--- src/rtl/msr_pkg.sv ---
package msr_pkg;

    localparam int LINE_W = 4;
    localparam int CTL_W  = 5;
    localparam int BYTE_W = 8;

    localparam int CTL_DTR  = 0;
    localparam int CTL_RTS  = 1;
    localparam int CTL_OUT1 = 2;
    localparam int CTL_OUT2 = 3;
    localparam int CTL_LOOP = 4;

    typedef struct packed {
        logic cd;
        logic ri;
        logic dsr;
        logic cts;
    } mline_t;

endpackage

--- src/rtl/msr_sync.sv ---
module msr_sync #(
    parameter int W      = 4,
    parameter int STAGES = 2
) (
    input  logic         clk,
    input  logic         rst_n,
    input  logic [W-1:0] async_i,
    output logic [W-1:0] sync_o
);
    typedef struct packed {
        logic [STAGES-1:0][W-1:0] stg;
    } sync_st_t;

    sync_st_t s_d, s_q;

    always_comb begin
        s_d.stg[0] = async_i;
        for (int s = 1; s < STAGES; s++) begin
            s_d.stg[s] = s_q.stg[s-1];
        end
    end

    always_ff @(posedge clk or negedge rst_n) begin
        if (!rst_n) s_q <= '0;
        else        s_q <= s_d;
    end

    assign sync_o = s_q.stg[STAGES-1];

endmodule

--- src/rtl/msr_ctl.sv ---
module msr_ctl
    import msr_pkg::*;
(
    input  logic             clk,
    input  logic             rst_n,
    input  logic             wr_i,
    input  logic [CTL_W-1:0] wdata_i,
    output logic [CTL_W-1:0] bits_o
);
    typedef struct packed {
        logic [CTL_W-1:0] bits;
    } ctl_st_t;

    ctl_st_t c_d, c_q;

    always_comb begin
        c_d = c_q;
        if (wr_i) c_d.bits = wdata_i;
    end

    always_ff @(posedge clk or negedge rst_n) begin
        if (!rst_n) c_q <= '0;
        else        c_q <= c_d;
    end

    assign bits_o = c_q.bits;

    // a write lands in the register at the next edge
    a_r7_ctl_write: assert property (@(posedge clk) disable iff (!rst_n)
        wr_i |=> (bits_o == $past(wdata_i)));

    a_r7_ctl_hold: assert property (@(posedge clk) disable iff (!rst_n)
        !wr_i |=> $stable(bits_o));

endmodule

--- src/rtl/msr_delta.sv ---
module msr_delta
    import msr_pkg::*;
(
    input  logic   clk,
    input  logic   rst_n,
    input  mline_t line_i,
    input  logic   rd_i,
    output mline_t line_o,
    output logic [LINE_W-1:0] delta_o
);
    typedef struct packed {
        mline_t            line;
        logic [LINE_W-1:0] delta;
    } dl_st_t;

    dl_st_t d_d, d_q;
    mline_t chg;
    logic [LINE_W-1:0] set_v;

    always_comb begin
        chg   = line_i ^ d_q.line;
        set_v = {chg.cd, (d_q.line.ri & ~line_i.ri), chg.dsr, chg.cts};
        d_d.line  = line_i;
        d_d.delta = (rd_i ? '0 : d_q.delta) | set_v;
    end

    always_ff @(posedge clk or negedge rst_n) begin
        if (!rst_n) d_q <= '0;
        else        d_q <= d_d;
    end

    assign line_o  = d_q.line;
    assign delta_o = d_q.delta;

    // any change of CD, DSR or CTS leaves its flag set
    a_r3_cd_flag: assert property (@(posedge clk) disable iff (!rst_n)
        (line_o.cd != $past(line_o.cd)) |-> delta_o[3]);
    a_r3_dsr_flag: assert property (@(posedge clk) disable iff (!rst_n)
        (line_o.dsr != $past(line_o.dsr)) |-> delta_o[1]);
    a_r3_cts_flag: assert property (@(posedge clk) disable iff (!rst_n)
        (line_o.cts != $past(line_o.cts)) |-> delta_o[0]);

    // ring flag rises only with a falling ring line
    a_r4_ring_trail: assert property (@(posedge clk) disable iff (!rst_n)
        $rose(delta_o[2]) |-> ($past(line_o.ri) && !line_o.ri));

    // without a read, flags never drop
    a_r5_sticky: assert property (@(posedge clk) disable iff (!rst_n)
        !rd_i |=> ((delta_o & $past(delta_o)) == $past(delta_o)));

    // a read with quiet lines empties the flags
    a_r5_clear: assert property (@(posedge clk) disable iff (!rst_n)
        (rd_i && (set_v == '0)) |=> (delta_o == '0));

endmodule

--- src/rtl/modem_status_unit.sv ---
module modem_status_unit
    import msr_pkg::*;
#(
    parameter int SYNC_STAGES = 2
) (
    input  logic             clk,
    input  logic             rst_n,
    input  logic             cd_in,
    input  logic             ri_in,
    input  logic             dsr_in,
    input  logic             cts_in,
    input  logic             ctl_wr,
    input  logic [CTL_W-1:0] ctl_wdata,
    input  logic             stat_rd,
    output logic [BYTE_W-1:0] stat_byte,
    output logic [BYTE_W-1:0] ctl_byte,
    output logic             dtr_out,
    output logic             rts_out,
    output logic             out1_out,
    output logic             out2_out,
    output logic             change_pending
);
    localparam int PAD_W = BYTE_W - CTL_W;

    logic [LINE_W-1:0] ext_sync;
    logic [CTL_W-1:0]  ctl_q;
    mline_t            ext_line, loop_line, src_line, cur_line;
    logic [LINE_W-1:0] delta_q;

    msr_sync #(.W(LINE_W), .STAGES(SYNC_STAGES)) u_sync (
        .clk     (clk),
        .rst_n   (rst_n),
        .async_i ({cd_in, ri_in, dsr_in, cts_in}),
        .sync_o  (ext_sync)
    );

    msr_ctl u_ctl (
        .clk     (clk),
        .rst_n   (rst_n),
        .wr_i    (ctl_wr),
        .wdata_i (ctl_wdata),
        .bits_o  (ctl_q)
    );

    always_comb begin
        ext_line      = mline_t'(ext_sync);
        loop_line.cd  = ctl_q[CTL_OUT2];
        loop_line.ri  = ctl_q[CTL_OUT1];
        loop_line.dsr = ctl_q[CTL_DTR];
        loop_line.cts = ctl_q[CTL_RTS];
        src_line      = ctl_q[CTL_LOOP] ? loop_line : ext_line;
    end

    msr_delta u_delta (
        .clk     (clk),
        .rst_n   (rst_n),
        .line_i  (src_line),
        .rd_i    (stat_rd),
        .line_o  (cur_line),
        .delta_o (delta_q)
    );

    assign stat_byte      = {cur_line, delta_q};
    assign ctl_byte       = {{PAD_W{1'b0}}, ctl_q};
    assign dtr_out        = ctl_q[CTL_DTR];
    assign rts_out        = ctl_q[CTL_RTS];
    assign out1_out       = ctl_q[CTL_OUT1];
    assign out2_out       = ctl_q[CTL_OUT2];
    assign change_pending = |delta_q;

    // in loopback the status lines follow the control outputs one edge later
    a_r8_loop_route: assert property (@(posedge clk) disable iff (!rst_n)
        ctl_byte[CTL_LOOP] |=> (stat_byte[7:4] ==
            {$past(out2_out), $past(out1_out), $past(dtr_out), $past(rts_out)}));

    // an edge seen during a clearing read keeps its flag
    a_r6_edge_wins: assert property (@(posedge clk) disable iff (!rst_n)
        (stat_rd && ctl_byte[CTL_LOOP] && (src_line.cts != cur_line.cts)) |=> stat_byte[0]);

endmodule

--- config.mk ---
export PLATFORM = sky130hd
export DESIGN_NAME = modem_status_unit
export DESIGN_NICKNAME = d
export VERILOG_FILES = /design/src/rtl/msr_pkg.sv /design/src/rtl/msr_sync.sv /design/src/rtl/msr_ctl.sv /design/src/rtl/msr_delta.sv /design/src/rtl/modem_status_unit.sv
export SDC_FILE = /design/constraint.sdc
export NUM_CORES = 1
export LEC_CHECK = 0
export BUFFER_PORTS_ARGS = -buffer_cell sky130_fd_sc_hd__buf_2
export CORE_UTILIZATION = 40
export CTS_BUF_LIST = sky130_fd_sc_hd__clkbuf_8 sky130_fd_sc_hd__clkbuf_16
export CTS_CLUSTER_DIAMETER = 50
export DETAILED_ROUTE_END_ITERATION = 10
export GPL_TIMING_DRIVEN = 0
export PLACE_DENSITY = 0.65
export SYNTH_ARGS = -nofsm -noshare
export SYNTH_HDL_FRONTEND = slang
export SYNTH_SLANG_ARGS = --single-unit
--- constraint.sdc ---
create_clock -name clk -period 2.5 [get_ports clk]
set_input_delay 0.5 -clock clk [delete_from_list [all_inputs] [get_ports clk]]
set_output_delay 0.5 -clock clk [all_outputs]
set_load 0.01 [all_outputs]
==> metrics.md, run 1 <==
| Metric | Value |
|---|---|
| DIE WIDTH | 47.0 µm |
| CTS root buf | clkbuf_8 |
| Wire per inst | 10.7 µm |
| Final setup viols | 0 |
| CTS Buffer Depth | 2 |
| Pleak | 0.525 nW |
| Area delta synth->final | 29.1% |
| Top cells by area, synth | dfrtp_1, mux2_2, buf_4 |
| Synth Register Bits | 21 |
| Antenna violations before repair | 0 |
| FFs w/ async S/R, synth | 100% |
| Io pins | 34 |
| Post-synth top cells | dfrtp_1, buf_4, mux2_2 |
| Post-cts resize count | 0 |
| Global route overflow | 0 |
| Count of cell types in the netlist | 12 |
| Peak Freq | 558 MHz |
| Area share of the largest cell type after synthesis | 65.0% |
| Vias | 493 |
| Worst Skew | 4.75 ps |
| Post-Syn Area | 808 µm² |
| Post-Layout Cell Count | 115 |
| Num CTS Buffers | 3 |
| Area leader, netlist | dfrtp_1 |
| Vias per std cell | 4.29 |
| Maxcap violations | 0 |
| Critical Path End Type | primary output |
| End of the critical path | change_pending |
| Synthesized area per cell | 15.0 µm² |
| Worst-Skew Late Latency | 250 ps |
| Global-route wire length before repair | 1970 µm |
| Vias in the first global route | 481 |
| Overall routed net length | 1240 µm |
| Final min period | 1790 ps |
| RSZ-0062 raised after global routing | false |
| Power, Total | 752 µW |
| Layout cell share with drive strength beyond 1 | 61.1% |
| Number of remaining DRC errors | 0 |
| Final Wtd Congestion | 0.650 |
| Initial Utilization | 44.9% |
| Worst path depth | 2 |
| Nets | 104 |
| GRT Overall Usage | 13.5% |
| Port Buf Inserts | 30 |
| Post-CTS setup buffers | 0 |
| Clk pin slew, worst setup/hold paths | 70 ps |
| Max-slew violation count | 0 |
| Fin crit share | 71.7% |
| CP top delay family | simple AND/OR/NAND/NOR gates |
| CP arrival | 1290 ps |
| Pin count of the biggest net entering global routing | 22 |
| Final instance area | 1040 µm² |
| N_diodes | 0 |
| Hold Fails Final Rpt | 0 |
| Worst path required time | 2000 ps |
| Routed Antenna Nets | 0 |
| CORE AREA | 1800 µm² |
| Sequential cell area fraction in the yosys report | 65.0% |
| Placed Instances | 111 |
| CP max stage cell | or4_1 |
| Chip height | 47.0 µm |
| Primary FF master, synth | dfrtp_1 |
| Hold_buf cts | 0 |
| Setup_tns | 0 ps |
| TritonRoute pass-1 iters | 1 |
| FF-to-FF setup slack | 1360 ps |
| HP Class | in2async |
| DP HPWL | 972 µm |
| Clk sinks | 21 |
| EDFF count, synth | 0 |
| Critical Path Start | u_delta.delta_o[1]$_DFF_PN0_ |
| # rows | 15 |
| H-tree depth | 1 |
| CTS tree | built |
| Worst vdd ir | 364 µV |
| Critical path cell sequence | or4_1 -> buf_2 |
| Worst R2R Start | u_ctl.bits_o[4]$_DFFE_PN0P_ |
| CP max stage delay | 500 ps |
| Synthesized instance count | 54 |
| Reg2reg end | u_delta.delta_o[0]$_DFF_PN0_ |
| Setup CP Type | reg2out |
| Die footprint | 2200 µm² |
| Final-layout fill cell count | 160 |
| Synth warn | 0 |
| Critical Path Source Type | register |
| Post-DP Area | 997 µm² |
| Cell with the most instances after synthesis | dfrtp_1 |
| Critical path buffer and inverter count | 1 |
| Status | completed |
| Cell count of the worst reg-to-reg path | 3 |
| Iteration-0 DRC Markers | 0 |
| Worst Path Max Fanout | 3 |
| Final Hold Slack | 182 ps |
| Power Density | 721 nW/µm² |
[metal layers]
layer / vias up / wire, µm / global-route usage [%]
met2: 23 / 621 / 22.8
li1: 245 / - / -
met1: 223 / 525 / 15.3
met3: 2 / 70 / 3.46
met5: - / 0 / 0
met4: 0 / 18 / 8.57
[placed cells by master (no fill, tap or decap), drive strengths merged]
cell type,synthesis,layout
a21oi,3,3
and2b,6,6
buf,7,37
clkbuf,0,3
clkinv,0,1
conb,1,3
dfrtp,21,21
inv,2,2
mux2,9,9
nor3,3,3
o22ai,1,1
or4,1,1
[cell families (layout without fill, tap and decap cells)]
kind of cell	count (synthesis)	in the layout	synth area share, %
and+or+nand+nor	10	10	10.5
other	1	3	0.464
buffers and inverters	9	43	7.43
muxes	9	9	13.9
DFF	21	21	65.0
AOI/OAI and AO/OA	4	4	2.63
[sequential cells by signal, summed over array words and instances, names as in the netlist]
register / cells
u_sync.s_d: 4
u_delta.delta_o: 4
u_ctl.bits_o: 5
u_sync.sync_o: 4
u_delta.line_o: 4
[worst min-delay path by stage]
| stage | to | slack [ps] | depth (start not counted) |
|---|---|---|---|
| final | u_delta.line_o[1]$_DFF_PN0_ | 180 | 1 |
| after global routing | u_delta.line_o[1]$_DFF_PN0_ | 200 | 1 |
| after CTS | u_delta.delta_o[1]$_DFF_PN0_ | 200 | 1 |
| after detailed placement | u_sync.sync_o[2]$_DFF_PN0_ | 340 | 0 |
| after global placement | u_sync.sync_o[2]$_DFF_PN0_ | 330 | 0 |
| after floorplan | u_ctl.bits_o[0]$_DFFE_PN0P_ | 200 | 0 |
[layout make-up]
class / instances / area [µm²] / area share [%]
Timing Repair Buffer: 30 / 150 / 14.4
Tap cell: 25 / 31.3 / 3.00
Clock buffer: 3 / 41.3 / 3.96
Inverter: 2 / 7.51 / 0.719
Sequential cell: 21 / 526 / 50.4
Clock inverter: 1 / 5.00 / 0.480
Multi-Input combinational cell: 26 / 230 / 22.1
Buffer: 7 / 52.6 / 5.04
[power breakdown]
group	internal, mW	switching (mW)
Sequential	0.375	0.0253
Combinational	0.0766	0.0639
Clock	0.111	0.101
[worst register-to-register path, delay by kind of cell, from the launching register on]
| kind | cells | cell delay [ps] |
|---|---|---|
| flops | 1 | 470 |
| mux | 1 | 350 |
| simple gates | 1 | 160 |
| compound gates | 1 | 50 |
[metrics by stage]
stage | utilization (%) | worst slack, ps
6_report | 57.9 | 709
3_5_place_dp | 55.3 | 982
2_1_floorplan | - | 1020
4_1_cts | 57.9 | 696
3_3_place_gp | 55.3 | 987
5_1_grt | 57.9 | 650
Power figures use the tool's default switching activity.
==> run 2: changes to the inputs <==
--- a/config.mk
+++ b/config.mk
@@ -11,7 +11,7 @@
 export CTS_CLUSTER_DIAMETER = 50
 export DETAILED_ROUTE_END_ITERATION = 10
 export GPL_TIMING_DRIVEN = 0
-export PLACE_DENSITY = 0.65
+export PLACE_DENSITY = 0.67
 export SYNTH_ARGS = -nofsm -noshare
 export SYNTH_HDL_FRONTEND = slang
 export SYNTH_SLANG_ARGS = --single-unit
==> constraint.sdc (replaced) <==
create_clock -name clk -period 1.6 [get_ports clk]
set_input_delay 0.32 -clock clk [delete_from_list [all_inputs] [get_ports clk]]
set_output_delay 0.32 -clock clk [all_outputs]
set_load 0.01 [all_outputs]
==> run 2 against run 1 <==
The run now ends with setup timing left. Critical endpoint unchanged. Routed wire length fell by 1.2%. Combinational power rose by 61%. Total power rose by 56%. Sequential share of layout area fell by 0.30 points. Final area rose by 0.60%. Die area did not move. Hold slack got worse by 180 ps. Global-route usage fell by 0.57 points.
==> metrics.md, run 2 (synthesis results as in run 1) <==
| Metric | Value |
|---|---|
| CTS root buf | clkbuf_8 |
| # rows | 15 |
| DP HPWL | 945 µm |
| Final Wtd Congestion | 0.660 |
| Antenna violations before repair | 0 |
| Port Buf Inserts | 30 |
| Area of the multi-input gates | 230 µm² |
| Final setup margin | -1.09 ps |
| DIE WIDTH | 47.0 µm |
| Worst Path Max Fanout | 2 |
| CP max stage delay | 510 ps |
| GRT Overall Usage | 13.0% |
| TritonRoute pass-1 iters | 4 |
| Iteration-0 DRC Markers | 1 |
| Final-layout fill cell count | 156 |
| Chip height | 47.0 µm |
| Worst vdd ir | 778 µV |
| Worst path required time | 1280 ps |
| Worst-Skew Late Latency | 250 ps |
| Critical Path End Type | primary output |
| Final instance area | 1050 µm² |
| Post-DP Area | 997 µm² |
| CP max stage cell | or4_1 |
| Maxcap violations | 0 |
| CTS tree | built |
| RSZ-0062 raised after global routing | true |
| Largest register FFs | 5 |
| Power, Total | 1.17 mW |
| Global route overflow | 0 |
| HP Class | in2async |
| Vias in the first global route | 491 |
| Pin count of the biggest net entering global routing | 22 |
| Failing checks | setup timing |
| GR Layer Usage met2 | 23.1% |
| Die footprint | 2200 µm² |
| Most common cell after layout, fill and taps aside | buf_2 |
| Worst Skew | 0.877 ps |
| Most used routing layer | met2 |
| Initial Utilization | 44.9% |
| Io pins | 34 |
| Pleak | 0.531 nW |
| Critical Path Source Type | register |
| Critical path cell sequence | or4_1 -> buf_2 |
| Met3 Use GR | 1.15% |
| Nets | 105 |
| Post-cts resize count | 0 |
| CTS Buffer Depth | 2 |
| Clk sinks | 21 |
| Met1 usage | 15.5% |
| Layout cell share with drive strength beyond 1 | 60.4% |
| Num CTS Buffers | 3 |
| Status | complete, but fails checks |
| CORE AREA | 1800 µm² |
| Clk pin slew, worst setup/hold paths | 70 ps |
| Final min period | 1600 ps |
| N_diodes | 0 |
| Area delta synth->final | 29.9% |
| Number of remaining DRC errors | 0 |
| Hold Fails Final Rpt | 0 |
| CP arrival | 1280 ps |
| DP Worst Slack | 267 ps |
| Vias | 503 |
| H-tree depth | 1 |
| Wire per inst | 10.5 µm |
| Setup CP Type | reg2out |
| Routed Antenna Nets | 0 |
| Overall routed net length | 1220 µm |
| Power Density | 1120 nW/µm² |
| Storage cell area | 526 µm² |
| Max-slew violation count | 0 |
| Fin crit share | 100% |
| Commonest non-fill, non-tap cells in the layout | buf_2, dfrtp_1, buf_4, mux2_2, and2b_1 |
| Final Hold Slack | 5.00 ps |
| Peak Freq | 625 MHz |
| Global-route wire length before repair | 1960 µm |
| Vias per std cell | 4.34 |
| Final setup viols | 1 |
==> run 2: cell types whose count changed in the layout (fill, tap and decap cells not counted) <==
cell	delta
buf_4	+1
clkinv_2	-1
inv_1	+1
==> run 2: cell type report <==
class	count	share of cell area, %
plain buffers	7	5.01
clock buffers	3	3.93
clock inverters	1	0.358
inverters	2	0.715
multi-input cells	26	21.9
flip-flops and latches	21	50.1
well taps	25	2.98
repair buffers	31	15.0
==> run 2: repair_timing <==
item | 4_1_cts | 5_1_grt
endpoints found under the setup margin | 1 | 1
setup buffers | 1 | 0
hold buffers | 0 | 0
pin swaps | 1 | 0
==> run 2: metrics by stage <==
stage                     TNS [ps]  cells  utilization (%)
final                        -1.09    116             58.3
after global routing         -43.4    116             58.3
after CTS                        0    116             58.3
after detailed placement         0    111             55.3
after global placement           0    111             55.3
after floorplan                  0     56                -
==> run 2: power breakdown <==
part | total (mW) | internal, mW | switching (mW)
combinational | 0.226 | 0.125 | 0.101
clock | 0.320 | 0.170 | 0.150
sequential | 0.625 | 0.585 | 0.0395
==> run 2: worst paths after layout <==
check	end	from	slack, ps	cells after the start
min in group clk	u_sync.s_d[6]$_DFF_PN0_	ri_in	170	1
worst min register to register	u_sync.sync_o[2]$_DFF_PN0_	u_sync.s_d[6]$_DFF_PN0_	350	0
max in group asynchronous	u_ctl.bits_o[0]$_DFFE_PN0P_	rst_n	1290	1
worst max-delay path	change_pending	u_delta.delta_o[3]$_DFF_PN0_	-1	2
worst min-delay path	u_delta.delta_o[1]$_DFF_PN0_	rst_n	5	1
worst max register to register	u_delta.delta_o[3]$_DFF_PN0_	u_ctl.bits_o[4]$_DFFE_PN0P_	450	3
==> run 2: critical path: cells and delay by family, from the launching register on <==
family	cells	cell delay [ps]
simple gates	1	510
flops	1	380
buf+inv	1	150
==> run 2: per-layer routing <==
layer	vias to the layer above	part of all wire (%)	routed length [µm]
met4	0	0.98	12
met3	2	7.0	85
met2	24	49	603
met1	235	43	520
met5	-	0	0
li1	242	-	-
